===== config.mk =====
export PLATFORM = sky130hd
export DESIGN_NAME = tuner_twowire_slave
export DESIGN_NICKNAME = d
export VERILOG_FILES = /design/src/rtl/tw_pkg.sv /design/src/rtl/tw_sync.sv /design/src/rtl/tw_engine.sv /design/src/rtl/tuner_regs.sv /design/src/rtl/tuner_twowire_slave.sv
export SDC_FILE = /design/constraint.sdc
export NUM_CORES = 1
export LEC_CHECK = 0
export BUFFER_PORTS_ARGS = -buffer_cell sky130_fd_sc_hd__buf_2
export CAP_MARGIN = 20
export CORE_AREA = 2 2 81 83
export DETAILED_ROUTE_END_ITERATION = 16
export DIE_AREA = 0 0 83 85
export HOLD_SLACK_MARGIN = 0.05
export PLACE_DENSITY = 0.72
export SLEW_MARGIN = 20
export SYNTH_ARGS = -nofsm -noshare
export SYNTH_HDL_FRONTEND = slang
export SYNTH_SLANG_ARGS = --single-unit

===== constraint.sdc =====
create_clock -name clk -period 2.1 [get_ports clk]
set_input_delay 0.42 -clock clk [delete_from_list [all_inputs] [get_ports clk]]
set_output_delay 0.42 -clock clk [all_outputs]
set_load 0.02 [all_outputs]

===== src/rtl/tw_pkg.sv =====
package tw_pkg;
  localparam logic [4:0] DEV_PREFIX = 5'b11000;
  localparam logic [1:0] GEN_SEL    = 2'b01;
  localparam int DIV_W   = 15;
  localparam int STAGE_W = DIV_W - 8;
  localparam int BAND_W  = 4;

  typedef enum logic [2:0] {
    ST_IDLE, ST_ADDR, ST_AACK, ST_WDAT, ST_WACK, ST_RDAT, ST_RACK, ST_SKIP
  } tw_state_e;
endpackage


===== src/rtl/tw_sync.sv =====
module tw_sync #(
  parameter int SYNC_DEPTH = 2
) (
  input  logic clk,
  input  logic rst_n,
  input  logic scl_i,
  input  logic sda_i,
  output logic rst_sn,
  output logic scl_rise,
  output logic scl_fall,
  output logic start_det,
  output logic stop_det,
  output logic sda_lvl
);
  localparam int LAST = SYNC_DEPTH - 1;

  logic [1:0]      rst_ch;
  logic [LAST:0]   scl_ch, sda_ch;
  logic            scl_q, sda_q;
  logic            scl_s;

  always_ff @(posedge clk or negedge rst_n) begin
    if (!rst_n) rst_ch <= 2'b00;
    else        rst_ch <= {rst_ch[0], 1'b1};
  end
  assign rst_sn = rst_ch[1];

  always_ff @(posedge clk or negedge rst_sn) begin
    if (!rst_sn) begin
      scl_ch <= '1;
      sda_ch <= '1;
      scl_q  <= 1'b1;
      sda_q  <= 1'b1;
    end else begin
      scl_ch <= {scl_ch[LAST-1:0], scl_i};
      sda_ch <= {sda_ch[LAST-1:0], sda_i};
      scl_q  <= scl_ch[LAST];
      sda_q  <= sda_ch[LAST];
    end
  end

  assign scl_s     = scl_ch[LAST];
  assign sda_lvl   = sda_ch[LAST];
  assign scl_rise  = scl_s & ~scl_q;
  assign scl_fall  = ~scl_s & scl_q;
  assign start_det = scl_s & scl_q & sda_q & ~sda_lvl;
  assign stop_det  = scl_s & scl_q & ~sda_q & sda_lvl;
endmodule


===== src/rtl/tw_engine.sv =====
module tw_engine
  import tw_pkg::*;
(
  input  logic       clk,
  input  logic       rst_sn,
  input  logic       scl_rise,
  input  logic       scl_fall,
  input  logic       start_det,
  input  logic       stop_det,
  input  logic       sda_lvl,
  input  logic [1:0] addr_sel,
  input  logic [7:0] status,
  output logic       sda_oe,
  output logic       wr_stb,
  output logic       wr_first,
  output logic [7:0] wr_byte,
  output logic       por_clr
);
  tw_state_e state, state_n;
  logic [3:0] cnt, cnt_n;
  logic [7:0] sh, sh_n;
  logic [6:0] tx, tx_n;
  logic       oe, oe_n;
  logic       first, first_n;
  logic       mack, mack_n;
  logic       addr_hit;

  assign addr_hit = (sh[7:1] == {DEV_PREFIX, addr_sel}) ||
                    (sh[7:1] == {DEV_PREFIX, GEN_SEL});
  assign wr_byte  = {sh[6:0], sda_lvl};
  assign wr_first = first;
  assign sda_oe   = oe;

  always_comb begin
    state_n = state;
    cnt_n   = cnt;
    sh_n    = sh;
    tx_n    = tx;
    oe_n    = oe;
    first_n = first;
    mack_n  = mack;
    wr_stb  = 1'b0;
    por_clr = 1'b0;
    if (start_det) begin
      state_n = ST_ADDR;
      cnt_n   = 4'd0;
      oe_n    = 1'b0;
    end else if (stop_det) begin
      state_n = ST_IDLE;
      oe_n    = 1'b0;
    end else begin
      unique case (state)
        ST_ADDR: begin
          if (scl_rise) begin
            sh_n  = {sh[6:0], sda_lvl};
            cnt_n = cnt + 4'd1;
          end else if (scl_fall && cnt == 4'd8) begin
            state_n = addr_hit ? ST_AACK : ST_SKIP;
            oe_n    = addr_hit;
          end
        end
        ST_AACK: begin
          if (scl_fall) begin
            cnt_n = 4'd0;
            if (sh[0]) begin
              state_n = ST_RDAT;
              tx_n    = status[6:0];
              oe_n    = ~status[7];
            end else begin
              state_n = ST_WDAT;
              oe_n    = 1'b0;
              first_n = 1'b1;
            end
          end
        end
        ST_WDAT: begin
          if (scl_rise) begin
            sh_n   = {sh[6:0], sda_lvl};
            cnt_n  = cnt + 4'd1;
            wr_stb = (cnt == 4'd7);
          end else if (scl_fall && cnt == 4'd8) begin
            state_n = ST_WACK;
            oe_n    = 1'b1;
          end
        end
        ST_WACK: begin
          if (scl_fall) begin
            state_n = ST_WDAT;
            oe_n    = 1'b0;
            cnt_n   = 4'd0;
            first_n = 1'b0;
          end
        end
        ST_RDAT: begin
          if (scl_rise) begin
            cnt_n = cnt + 4'd1;
          end else if (scl_fall) begin
            if (cnt == 4'd8) begin
              state_n = ST_RACK;
              oe_n    = 1'b0;
            end else begin
              tx_n = {tx[5:0], 1'b0};
              oe_n = ~tx[6];
            end
          end
        end
        ST_RACK: begin
          if (scl_rise) begin
            mack_n  = ~sda_lvl;
            por_clr = sda_lvl;
          end else if (scl_fall) begin
            if (mack) begin
              state_n = ST_RDAT;
              cnt_n   = 4'd0;
              tx_n    = status[6:0];
              oe_n    = ~status[7];
            end else begin
              state_n = ST_SKIP;
            end
          end
        end
        default: ;
      endcase
    end
  end

  always_ff @(posedge clk or negedge rst_sn) begin
    if (!rst_sn) begin
      state <= ST_IDLE;
      cnt   <= 4'd0;
      sh    <= 8'd0;
      tx    <= 7'd0;
      oe    <= 1'b0;
      first <= 1'b0;
      mack  <= 1'b0;
    end else begin
      state <= state_n;
      cnt   <= cnt_n;
      sh    <= sh_n;
      tx    <= tx_n;
      oe    <= oe_n;
      first <= first_n;
      mack  <= mack_n;
    end
  end


  oe_edge_chk: assert property (@(posedge clk) disable iff (!rst_sn)
    !$stable(oe) |-> $past(scl_fall || start_det || stop_det));

  skip_quiet_chk: assert property (@(posedge clk) disable iff (!rst_sn)
    (state == ST_SKIP) |-> !oe);

  wack_drive_chk: assert property (@(posedge clk) disable iff (!rst_sn)
    (state == ST_WACK) |-> oe);
endmodule


===== src/rtl/tuner_regs.sv =====
module tuner_regs
  import tw_pkg::*;
(
  input  logic              clk,
  input  logic              rst_sn,
  input  logic              wr_stb,
  input  logic              wr_first,
  input  logic [7:0]        wr_byte,
  input  logic              por_clr,
  output logic [DIV_W-1:0]  divider,
  output logic              cp,
  output logic [2:0]        test,
  output logic [1:0]        ratio,
  output logic              tune_off,
  output logic [BAND_W-1:0] band,
  output logic              por
);
  logic               odd, odd_n, kind, kind_n, odd_eff;
  logic [STAGE_W-1:0] stage, stage_n;
  logic [DIV_W-1:0]   div_n;
  logic               cp_n, off_n, por_n;
  logic [2:0]         test_n;
  logic [1:0]         ratio_n;
  logic [BAND_W-1:0]  band_n;

  assign odd_eff = wr_first ? 1'b0 : odd;

  always_comb begin
    odd_n = odd; kind_n = kind; stage_n = stage; div_n = divider;
    cp_n = cp; test_n = test; ratio_n = ratio; off_n = tune_off;
    band_n = band;
    por_n = por & ~por_clr;
    if (wr_stb) begin
      if (!odd_eff) begin
        odd_n  = 1'b1;
        kind_n = wr_byte[7];
        if (!wr_byte[7]) begin
          stage_n = wr_byte[STAGE_W-1:0];
        end else begin
          cp_n    = wr_byte[6];
          test_n  = wr_byte[5:3];
          ratio_n = wr_byte[2:1];
          off_n   = wr_byte[0];
        end
      end else begin
        odd_n = 1'b0;
        if (!kind) div_n  = {stage, wr_byte};
        else       band_n = wr_byte[BAND_W-1:0];
      end
    end
  end

  always_ff @(posedge clk or negedge rst_sn) begin
    if (!rst_sn) begin
      odd <= 1'b0; kind <= 1'b0; stage <= '0; divider <= '0;
      cp <= 1'b1; test <= 3'b001; ratio <= 2'b00; tune_off <= 1'b0;
      band <= '0; por <= 1'b1;
    end else begin
      odd <= odd_n; kind <= kind_n; stage <= stage_n; divider <= div_n;
      cp <= cp_n; test <= test_n; ratio <= ratio_n; tune_off <= off_n;
      band <= band_n; por <= por_n;
    end
  end


  div_commit_chk: assert property (@(posedge clk) disable iff (!rst_sn)
    !$stable(divider) |-> $past(wr_stb && !wr_first && odd && !kind));

  band_commit_chk: assert property (@(posedge clk) disable iff (!rst_sn)
    !$stable(band) |-> $past(wr_stb && !wr_first && odd && kind));

  por_fall_chk: assert property (@(posedge clk) disable iff (!rst_sn)
    $fell(por) |-> $past(por_clr));

  por_norise_chk: assert property (@(posedge clk) disable iff (!rst_sn)
    !$rose(por));
endmodule


===== src/rtl/tuner_twowire_slave.sv =====
module tuner_twowire_slave
  import tw_pkg::*;
#(
  parameter int SYNC_DEPTH = 2
) (
  input  logic        clk,
  input  logic        rst_n,
  input  logic        scl_i,
  input  logic        sda_i,
  output logic        sda_oe,
  input  logic [1:0]  addr_sel,
  input  logic        lock_i,
  input  logic        acps_i,
  input  logic [2:0]  adc_code,
  output logic [14:0] divider_o,
  output logic        cp_o,
  output logic [2:0]  test_o,
  output logic [1:0]  ratio_o,
  output logic        tune_off_o,
  output logic [3:0]  band_o
);
  logic       rst_sn, scl_rise, scl_fall, start_det, stop_det, sda_lvl;
  logic       wr_stb, wr_first, por_clr, por;
  logic [7:0] wr_byte, status;

  assign status = {por, lock_i, acps_i, 2'b11, adc_code};

  tw_sync #(.SYNC_DEPTH(SYNC_DEPTH)) i_sync (
    .clk(clk), .rst_n(rst_n), .scl_i(scl_i), .sda_i(sda_i),
    .rst_sn(rst_sn), .scl_rise(scl_rise), .scl_fall(scl_fall),
    .start_det(start_det), .stop_det(stop_det), .sda_lvl(sda_lvl));

  tw_engine i_engine (
    .clk(clk), .rst_sn(rst_sn), .scl_rise(scl_rise), .scl_fall(scl_fall),
    .start_det(start_det), .stop_det(stop_det), .sda_lvl(sda_lvl),
    .addr_sel(addr_sel), .status(status), .sda_oe(sda_oe),
    .wr_stb(wr_stb), .wr_first(wr_first), .wr_byte(wr_byte),
    .por_clr(por_clr));

  tuner_regs i_regs (
    .clk(clk), .rst_sn(rst_sn), .wr_stb(wr_stb), .wr_first(wr_first),
    .wr_byte(wr_byte), .por_clr(por_clr), .divider(divider_o), .cp(cp_o),
    .test(test_o), .ratio(ratio_o), .tune_off(tune_off_o), .band(band_o),
    .por(por));
endmodule


==> flow_summary.toml, run 1 <==
[synthesis]
ys_seq_area_frac = 0.558
synth_top_area_cell = "dfrtp_1"
synth_top_area_frac = 0.482
synth_edf_count = 0
syn-num-nets = 257
syn_avg_cell_area_sq_um = 12.8
netlist_top_cells_area = "dfrtp_1 48%, mux2_2 11%, dfstp_2 7.6%"
synth-seq-cells = 69
netlist_area_sq_um = 3110
synthFlopType = "dfrtp_1"
synth_warnings = 0
synth_cells = 244
synthArstFlopShare = 1.00
synth_cell_types = 51

[hold_path]
hold_class = "in2reg"
hp-start = "scl_i"

[placement]
dpl-instance-area_sq_um = 3410
dpl.hpwl_um = 4150
gp_congestion = 0.882
portBuffers = 37
dpl.cell_count = 357

[timing]
tightest_slew_ns = 0.645
skew_ns = 0.00755
rsz0062_at_grt = "false"
fin_crit_sh = 0.943
max_freq_mhz = 505
finalCriticalPeriod_ns = 1.98
slew_viol_final = 0
finalSetupTns_ns = 0
hold_viol = 0
slew_headroom = 0.564
setup_viol = 0

[setup_path]
cp-end-kind = "flop"
crit_start = "i_sync.scl_ch[1]"
crit_type = "reg2reg"
rr_startpoint = "i_sync.scl_ch[1]"
path_max_fanout = 8
worstPathRequired_ns = 2.34
critPathLaunchType = "flop"
cp.arrival_ns = 2.22

[clock_network]
cts_inserted_buffers = 9
cts.htree.levels = 3
clk_latency_ns = 0.35
root_buffer = "clkbuf_8"
clockBufferDepth = 2
clk_pin_slew_worst_paths_ns = 0.08
cts_tree = "built"
cts_sinks = 69

[pwr]
irDropWorstVdd_mv = 0.661
p_per_area_nw_per_um2 = 1010
p_leak_nw = 1.81

[global_route]
grt_max_degree = 37
grt_use_total = 0.183
first_global_vias = 2041
grt_pass1_wl_um = 9900
antenna_found_initial = 0
overflow = 0

[routing]
routed_wl_um = 6010
vias = 2106
drc = 0
viasPerCell = 5.60
wire_per_inst_um = 16.0
ant_nets = 0
first_pass_iters = 6
drt_iter0_markers = 115

[die]
start_util = 0.502
ios = 38
die_y_um = 85
rows = 29
dieArea_sq_um = 7060
core_area_sq_um = 6200
die_w_um = 83

[cells_and_area]
regArea_sq_um = 1740
fin_nets = 307
postLayoutCellArea_sq_um = 3630
fillers = 503
stdcell_count = 376
area_growth_pct = 16.6
diodes = 0
layout-drive-gt1-share = 0.415
multiInputGateArea_sq_um = 1270

[outcome]
status = "complete, no violations"

[job]
maxCapViolCount = 0
==> cells in the final DEF, fill, tap and decap left out, drive strengths merged, types with 2 or more instances in the layout <==
cell type	instances
clkbuf	10
and3b	3
nor3b	2
inv	11
a21oi	14
nand4	3
ha	2
o311ai	2
o21ai	13
nand2	8
mux2	41
mux2i	8
nor2	17
nand3	6
dfstp	9
dfrtp	60
nor2b	4
xor2	2
nor3	2
nand4b	2
nand2b	4
buf	48
clkinvlp	3
o21a	2
==> cells in the mapped netlist (3+ instances only) <==
library cell  count
dfrtp_1          60
nor2b_1           4
a21oi_1          14
mux2i_1           8
nand4_1           3
nand2_1           8
nor2_1           15
mux2_4           10
nand3_1           5
nand2b_1          4
clkbuf_1          6
mux2_2           31
dfstp_2           9
and3b_1           3
o21ai_0          13
inv_1             9
==> repair_timing <==
action	in CTS	in global routing
setup endpoints to repair	0	13
gates resized for setup	0	1
hold buffers	1	0
setup buffers	0	2
endpoints found under the hold margin	2	0
==> cell type report <==
class	instances	share of cell area
Sequential cell	69	0.479
Multi-Input combinational cell	156	0.351
Timing Repair Buffer	49	0.0834
Clock buffer	10	0.0379
Tap cell	77	0.0265
Clock inverter	6	0.0124
Inverter	9	0.00931
==> cells by family (layout without fill, tap and decap cells) <==
logic type | count (synthesis) | count (layout) | share of synthesized area
flops | 69 | 69 | 0.558
fa+ha+maj | 2 | 2 | 0.00803
buf+inv | 19 | 74 | 0.0329
compound gates | 44 | 44 | 0.0916
mux | 49 | 49 | 0.186
xor+xnor | 2 | 2 | 0.00563
simple gates | 58 | 58 | 0.117
other cells | 1 | 1 | 0.00120
==> per-stage QoR <==
step | worst slack [ns] | hold slack (ns) | util | power [mW]
final | 0.120 | 0.157 | 0.585 | 3.66
after global routing | 0.0351 | 0.142 | 0.585 | 3.88
after CTS | 0.0394 | 0.144 | 0.580 | 3.68
after detailed placement | 0.0574 | 0.203 | 0.549 | 2.67
after global placement | 0.127 | 0.202 | 0.549 | 2.64
after floorplan | 0.0520 | 0.124 | - | 2.39
==> per-layer routing <==
| layer | GRT usage | vias to the layer above | wire length (um) |
|---|---|---|---|
| li1 | - | 975 | - |
| met1 | 0.225 | 1062 | 2630 |
| met2 | 0.295 | 50 | 2910 |
| met3 | 0.0554 | 19 | 276 |
| met4 | 0.0924 | 0 | 191 |
| met5 | 0 | - | 0 |
==> critical path, stage by stage, from the launching register on <==
cell      delay, ns
dfstp_2        0.60
and4bb_1       0.23
and4_2         0.29
nand3b_4       0.12
nor2_8         0.13
buf_4          0.18
mux2_4         0.31
==> final timing paths <==
kind | slack [ns] | endpoint | cells past startpoint
worst max-delay path | 0.12 | i_regs.divider[10] | 6
worst min-delay path | 0.16 | i_sync.scl_ch[0] | 1
worst max register to register | 0.12 | i_regs.divider[10] | 6
worst min register to register | 0.20 | i_regs.divider[14] | 0
max in group asynchronous | 1.26 | i_regs.por | 1
min in group asynchronous | 0.20 | i_regs.divider[14] | 0
==> registers in the layout (all words and copies together) (netlist names), 3 cells and up <==
register,count
i_regs.test,3
i_regs.stage,7
i_engine.tx,7
i_regs.divider,15
i_engine.cnt,4
i_regs.band,4
i_engine.state,3
i_engine.sh,8
==> power breakdown <==
part | switching, mW | internal, mW | total, mW
logic | 0.534 | 0.397 | 0.931
registers | 0.198 | 1.53 | 1.72
clock network | 0.537 | 0.466 | 1.00
(Power assumes the default switching activity.)
==> inputs of run 2 (changes only) <==
--- a/config.mk
+++ b/config.mk
@@ -7,11 +7,11 @@
 export LEC_CHECK = 0
 export BUFFER_PORTS_ARGS = -buffer_cell sky130_fd_sc_hd__buf_2
 export CAP_MARGIN = 20
-export CORE_AREA = 2 2 81 83
+export CORE_AREA = 2 2 92 94
 export DETAILED_ROUTE_END_ITERATION = 16
-export DIE_AREA = 0 0 83 85
+export DIE_AREA = 0 0 94 96
 export HOLD_SLACK_MARGIN = 0.05
-export PLACE_DENSITY = 0.72
+export PLACE_DENSITY = 0.57
 export SLEW_MARGIN = 20
 export SYNTH_ARGS = -nofsm -noshare
 export SYNTH_HDL_FRONTEND = slang
==> run 2 against run 1 <==
Flip-flop and latch count did not move. Maximum frequency about the same. Via count down 1.4%. Final cell count is 8.5% higher. Clock power grew 13%. Utilization down 12 points.
==> flow_summary.toml, run 2 (synthesis results as in run 1) <==
[placement]
dpl-instance-area_sq_um = 3450
gp_congestion = 0.815
portBuffers = 37
dpl.hpwl_um = 4320
dpl.cell_count = 386

[cells_and_area]
regMostFlops = "i_regs.divider"
area_growth_pct = 19.2
reg_top3 = "i_regs.divider (15), i_engine.sh (8)"
largest_register_ffs = 15
layout_common_cells = "59 x dfrtp_1, 37 x buf_2, 31 x mux2_2"
diodes = 0
layout-drive-gt1-share = 0.422
fin_nets = 311
final_common_cell = "dfrtp_1"
postLayoutCellArea_sq_um = 3710
multiInputGateArea_sq_um = 1280
stdcell_count = 408
fillers = 763
regArea_sq_um = 1740

[clock_network]
cts_tree = "built"
clockBufferDepth = 2
clk_latency_ns = 0.35
cts_sinks = 69
root_buffer = "clkbuf_8"
cts_inserted_buffers = 9
clk_pin_slew_worst_paths_ns = 0.08
cts.htree.levels = 3

[timing]
finalCriticalPeriod_ns = 1.98
max_freq_mhz = 505
rsz0062_at_grt = "false"
finalSetupTns_ns = 0
tightest_slew_ns = 0.593
fin_crit_sh = 0.942
hold_viol = 0
setup_viol = 0
slew_headroom = 0.605
slew_viol_final = 0
skew_ns = 0.00594

[routing]
ant_nets = 0
wire_per_inst_um = 15.3
drt_iter0_markers = 79
viasPerCell = 5.09
first_pass_iters = 4
drc = 0
vias = 2077
routed_wl_um = 6230

[pwr]
irDropWorstVdd_mv = 0.467
p_int_mw = 2.55
comb_power_share = 0.254
p_leak_nw = 1.84
p_switching_mw = 1.25
sequentialPowerShare = 0.450
p_per_area_nw_per_um2 = 1020
swShare = 0.329
clkPwrFrac = 0.296

[setup_path]
cp.arrival_ns = 2.21
worstPathRequired_ns = 2.34
critPathMaxStageDelay_ns = 0.59
regToRegSetupSlack_ns = 0.12
critPathLaunchType = "flop"
crit_type = "reg2reg"
cp_slowest_cell = "dfstp_2"
rr_startpoint = "i_sync.scl_ch[1]"
rr_endpoint = "i_regs.divider[2]"
crit_start = "i_sync.scl_ch[1]"
path_max_fanout = 8
endpoint = "i_regs.divider[2]"
cp_cell_sequence = "and4bb_1 > and4_4 > nand3b_4 > nor2_8 > buf_4 > mux2_4"
reg2reg_depth = 6
cp-end-kind = "flop"

[die]
ios = 38
die_w_um = 94
rows = 33
dieArea_sq_um = 9020
start_util = 0.387
die_y_um = 96
core_area_sq_um = 8050

[global_route]
grt_use_total = 0.151
overflow = 0
grt_max_degree = 44
antenna_found_initial = 0
first_global_vias = 2000
grt_pass1_wl_um = 10300

[job]
maxCapViolCount = 0

[outcome]
status = "complete, no violations"

[hold_path]
hold_class = "in2reg"
==> run 2: cell types whose count changed in the layout (fill, tap and decap cells not counted), sizes merged <==
cell	previous run	this run
clkinvlp	3	2
clkinv	1	2
buf	48	52
bufinv	0	1
clkbuf	10	11
inv	11	9
==> run 2: layout make-up <==
cell class,count,share of cell area
inverter,9,0.00910
tap,105,0.0354
sequential,69,0.469
multi-input combinational,156,0.344
timing repair buffer,53,0.0863
clock buffer,11,0.0408
clock inverter,5,0.0158
==> run 2: worst min path at each step <==
| stage | startpoint | to | slack [ns] | cells after the start |
|---|---|---|---|---|
| floorplan | rst_n | i_sync.rst_ch[0] | 0.12 | 0 |
| global placement | rst_n | i_sync.rst_ch[0] | 0.20 | 1 |
| detailed placement | rst_n | i_sync.rst_ch[0] | 0.21 | 1 |
| finish | scl_i | i_sync.scl_ch[0] | 0.16 | 1 |
| global route | sda_i | i_sync.sda_ch[0] | 0.15 | 1 |
| CTS | scl_i | i_sync.scl_ch[0] | 0.15 | 1 |
==> run 2: routing by layer <==
| layer | GRT usage | up-vias | share of wire |
|---|---|---|---|
| met5 | 0 | - | 0 |
| met4 | 0.0580 | 0 | 0.017 |
| met3 | 0.0415 | 11 | 0.048 |
| met2 | 0.242 | 50 | 0.48 |
| met1 | 0.195 | 1027 | 0.45 |
| li1 | - | 989 | - |
==> run 2: critical path, delay by kind of cell (launching register included) <==
family	cells	cell delay (ns)
simple gates	4	0.79
flops	1	0.59
mux	1	0.30
buf+inv	1	0.18
==> run 2: power by group through the flow <==
stage	Clock, mW	Combinational, mW	Sequential, mW
final	1.13	0.965	1.71
after global routing	1.21	1.09	1.74
after CTS	1.16	0.966	1.72
after detailed placement	0	0.958	1.74
after global placement	0	0.949	1.74
after floorplan	0	0.701	1.69
==> run 2: what timing repair did <==
item,4_1_cts,5_1_grt
setup endpoints to repair,0,22
endpoints found under the hold margin,2,0
resized for setup,0,2
hold buffers,1,0
buffers inserted,0,5
==> run 2: metrics by stage <==
stage               total power [mW]  utilization  setup slack, ns  hold WS (ns)
floorplan                       2.39            -           0.0520         0.124
global placement                2.68        0.429           0.0753         0.205
detailed placement              2.70        0.429           0.0320         0.206
CTS                             3.84        0.456          0.00963         0.147
global route                    4.04        0.461           0.0401         0.148
finish                          3.80        0.461            0.121         0.161
==> inputs of run 3 (changes only) <==
--- a/config.mk
+++ b/config.mk
@@ -7,12 +7,14 @@
 export LEC_CHECK = 0
 export BUFFER_PORTS_ARGS = -buffer_cell sky130_fd_sc_hd__buf_2
 export CAP_MARGIN = 20
-export CORE_AREA = 2 2 92 94
+export CORE_AREA = 2 2 94 96
+export CTS_CLUSTER_DIAMETER = 120
 export DETAILED_ROUTE_END_ITERATION = 16
-export DIE_AREA = 0 0 94 96
+export DIE_AREA = 0 0 96 98
 export HOLD_SLACK_MARGIN = 0.05
-export PLACE_DENSITY = 0.57
+export PLACE_DENSITY = 0.58
 export SLEW_MARGIN = 20
 export SYNTH_ARGS = -nofsm -noshare
 export SYNTH_HDL_FRONTEND = slang
+export SYNTH_HIERARCHICAL = 1
 export SYNTH_SLANG_ARGS = --single-unit
==> run 3 against run 2 <==
Register-to-register slack worse by 0.02 ns. Flip-flop and latch count unchanged. Combinational power is 16% higher.
==> flow_summary.toml, run 3 <==
[placement]
dpl.hpwl_um = 4820
gp_congestion = 0.862
portBuffers = 37

[pwr]
p_leak_nw = 1.95
p_int_mw = 2.73
p_switching_mw = 1.33
comb_power_share = 0.275
swShare = 0.327
p_per_area_nw_per_um2 = 1030
irDropWorstVdd_mv = 0.669
p_total_mw = 4.06
sequentialPowerShare = 0.447
clkPwrFrac = 0.277

[timing]
skew_ns = 0.00614
slew_viol_final = 0
tightest_slew_ns = 0.610
slew_headroom = 0.593
max_freq_mhz = 499
finalCriticalPeriod_ns = 2.00
rsz0062_at_grt = "true"
fin_crit_sh = 0.954
hold_viol = 0
setup_viol = 0
finalSetupTns_ns = 0

[die]
core_area_sq_um = 8470
die_y_um = 98
start_util = 0.388
dieArea_sq_um = 9410
rows = 34
die_w_um = 96
ios = 38

[synthesis]
ys_seq_area_frac = 0.529
synth-seq-cells = 69
synth_cells = 246
synthArstFlopShare = 1.00
synth.top_cells.by_count = "60 x dfrtp_1, 26 x mux2_2, 23 x mux2_4, 10 x buf_4"
synth_warnings = 6
yosysMostFrequentCell = "dfrtp_1"
synth_cell_types = 60
synth_top_area_cell = "dfrtp_1"
synth_edf_count = 0
netlist_top_cells_area = "dfrtp_1 46%, mux2_4 11%, mux2_2 8.9%"
syn_avg_cell_area_sq_um = 13.4
synthFlopType = "dfrtp_1"
synth_top_area_frac = 0.457
netlist_area_sq_um = 3290

[setup_path]
regToRegSetupSlack_ns = 0.1
worstPathRequired_ns = 2.34
rr_startpoint = "i_sync/sda_ch[1]"
critPathBufInv = 2
cp_cell_sequence = "and4b_2 > nor2_4 > nand3_4 > nor2_4 > buf_4 > and3_1 > buf_4 > mux2_4"
path_delay_family = "simple AND/OR/NAND/NOR gates"
rr_endpoint = "i_regs/ratio[0]"
critPathMaxStageDelay_ns = 0.54
critPathLaunchType = "flop"
path_max_fanout = 4
cp_slowest_cell = "dfstp_2"
cp.arrival_ns = 2.24
crit_type = "reg2reg"
reg2reg_depth = 8
cp-end-kind = "flop"

[cells_and_area]
final_common_cell = "dfrtp_1"
fin_nets = 318
layout_common_cells = "59 x dfrtp_1, 37 x buf_2, 25 x mux2_2, 25 x buf_4, 24 x mux2_4"
area_growth_pct = 20.1
layout-drive-gt1-share = 0.506
diodes = 0
largest_register_ffs = 15
reg_top3 = "i_regs/divider (15), i_engine/sh (8)"
regMostFlops = "i_regs/divider"

[global_route]
antenna_found_initial = 0
first_global_vias = 2178
busiest_layer = "met2"
grt.met3_usage = 0.0409
grt_max_degree = 30
overflow = 0
grt_use_met1 = 0.212
globalRouteMet2Util = 0.245
grt_use_total = 0.156
grt_pass1_wl_um = 11400

[clock_network]
cts_sinks = 69
clk_latency_ns = 0.34
cts.htree.levels = 3
root_buffer = "clkbuf_8"
cts_inserted_buffers = 9
clockBufferDepth = 2
clk_pin_slew_worst_paths_ns = 0.08
cts_tree = "built"

[routing]
routed_wl_um = 6720
drc = 0
first_pass_iters = 4
ant_nets = 0
drt_iter0_markers = 85
vias = 2068
wire_per_inst_um = 16.1
viasPerCell = 4.95

[hold_path]
whs_path_depth = 1
hold_class = "in2reg"
hp-start = "sda_i"
hold_end = "i_sync/sda_ch[0]"

[job]
maxCapViolCount = 0

[outcome]
status = "complete, no violations"
==> run 3: per-layer routing <==
metal	part of all wire	vias up	wire length (um)
li1	-	987	-
met1	0.47	1032	3150
met2	0.48	39	3240
met3	0.037	10	246
met4	0.013	0	86
met5	0	-	0
==> run 3: how the worst max path moves through the flow <==
stage / slack [ns] / cells past startpoint / from / end
6_report: 0.1 / 8 / i_sync/sda_ch[1] / i_regs/ratio[0]
3_5_place_dp: 0.06 / 8 / i_sync/sda_ch[1] / i_regs/divider[2]
5_1_grt: -0.004 / 8 / i_sync/sda_ch[1] / i_regs/divider[12]
4_1_cts: 0.06 / 8 / i_sync/sda_ch[1] / i_regs/divider[2]
2_1_floorplan: -0.10 / 8 / i_sync/sda_ch[1] / i_regs/divider[10]
3_3_place_gp: 0.11 / 5 / i_sync/scl_q / i_engine/tx[2]
==> run 3: cell type report <==
class                   instances  area, sq um
fillers                       794         4520
multi-input cells             153         1420
clock inverters                 6         70.1
flip-flops and latches         69         1740
inverters                       7         26.3
clock buffers                  10          138
well taps                     108          135
repair buffers                 65          423
==> run 3: power groups by stage <==
stage	registers, mW	clock network, mW	logic, mW
after floorplan	1.74	0	0.943
after global placement	1.83	0	1.10
after detailed placement	1.84	0	1.12
after CTS	1.82	1.16	1.12
after global routing	1.87	1.21	1.23
final	1.82	1.12	1.12
==> run 3: metrics by stage <==
step / setup slack (ns) / util / hold WS (ns) / std cells / area [sq um]
after global routing: -0.00391 / 0.466 / 0.152 / 418 / 3950
after floorplan: -0.101 / - / 0.124 / 247 / 3320
after detailed placement: 0.0601 / 0.438 / 0.208 / 399 / 3710
after global placement: 0.114 / 0.438 / 0.206 / 399 / 3710
after CTS: 0.0620 / 0.464 / 0.153 / 416 / 3930
final: 0.0968 / 0.466 / 0.167 / 418 / 3950
==> run 3: cell families (layout without fill, tap and decap cells) <==
family,Yosys count,in the layout,share of synthesized area
DFF,69,69,0.529
muxes,57,57,0.220
and+or+nand+nor,57,57,0.117
AOI/OAI and AO/OA,33,33,0.0689
buffers and inverters,25,88,0.0529
adders and majority gates,2,2,0.00761
other,2,3,0.00228
xor gates and xnor gates,1,1,0.00266
==> run 3: worst reg2reg max path, cell delays in order (launching register included) <==
cell and delay [ns]:
dfstp_2 0.54, and4b_2 0.25, nor2_4 0.11, nand3_4 0.08
nor2_4 0.16, buf_4 0.14, and3_1 0.16, buf_4 0.16
mux2_4 0.30
==> run 3: repair_timing <==
item / in CTS / in global routing
hold buffers: 1 / 0
gates resized for setup: 0 / 2
buffers inserted: 0 / 2
endpoints found under the setup margin: 0 / 12
hold endpoints to repair: 2 / 0
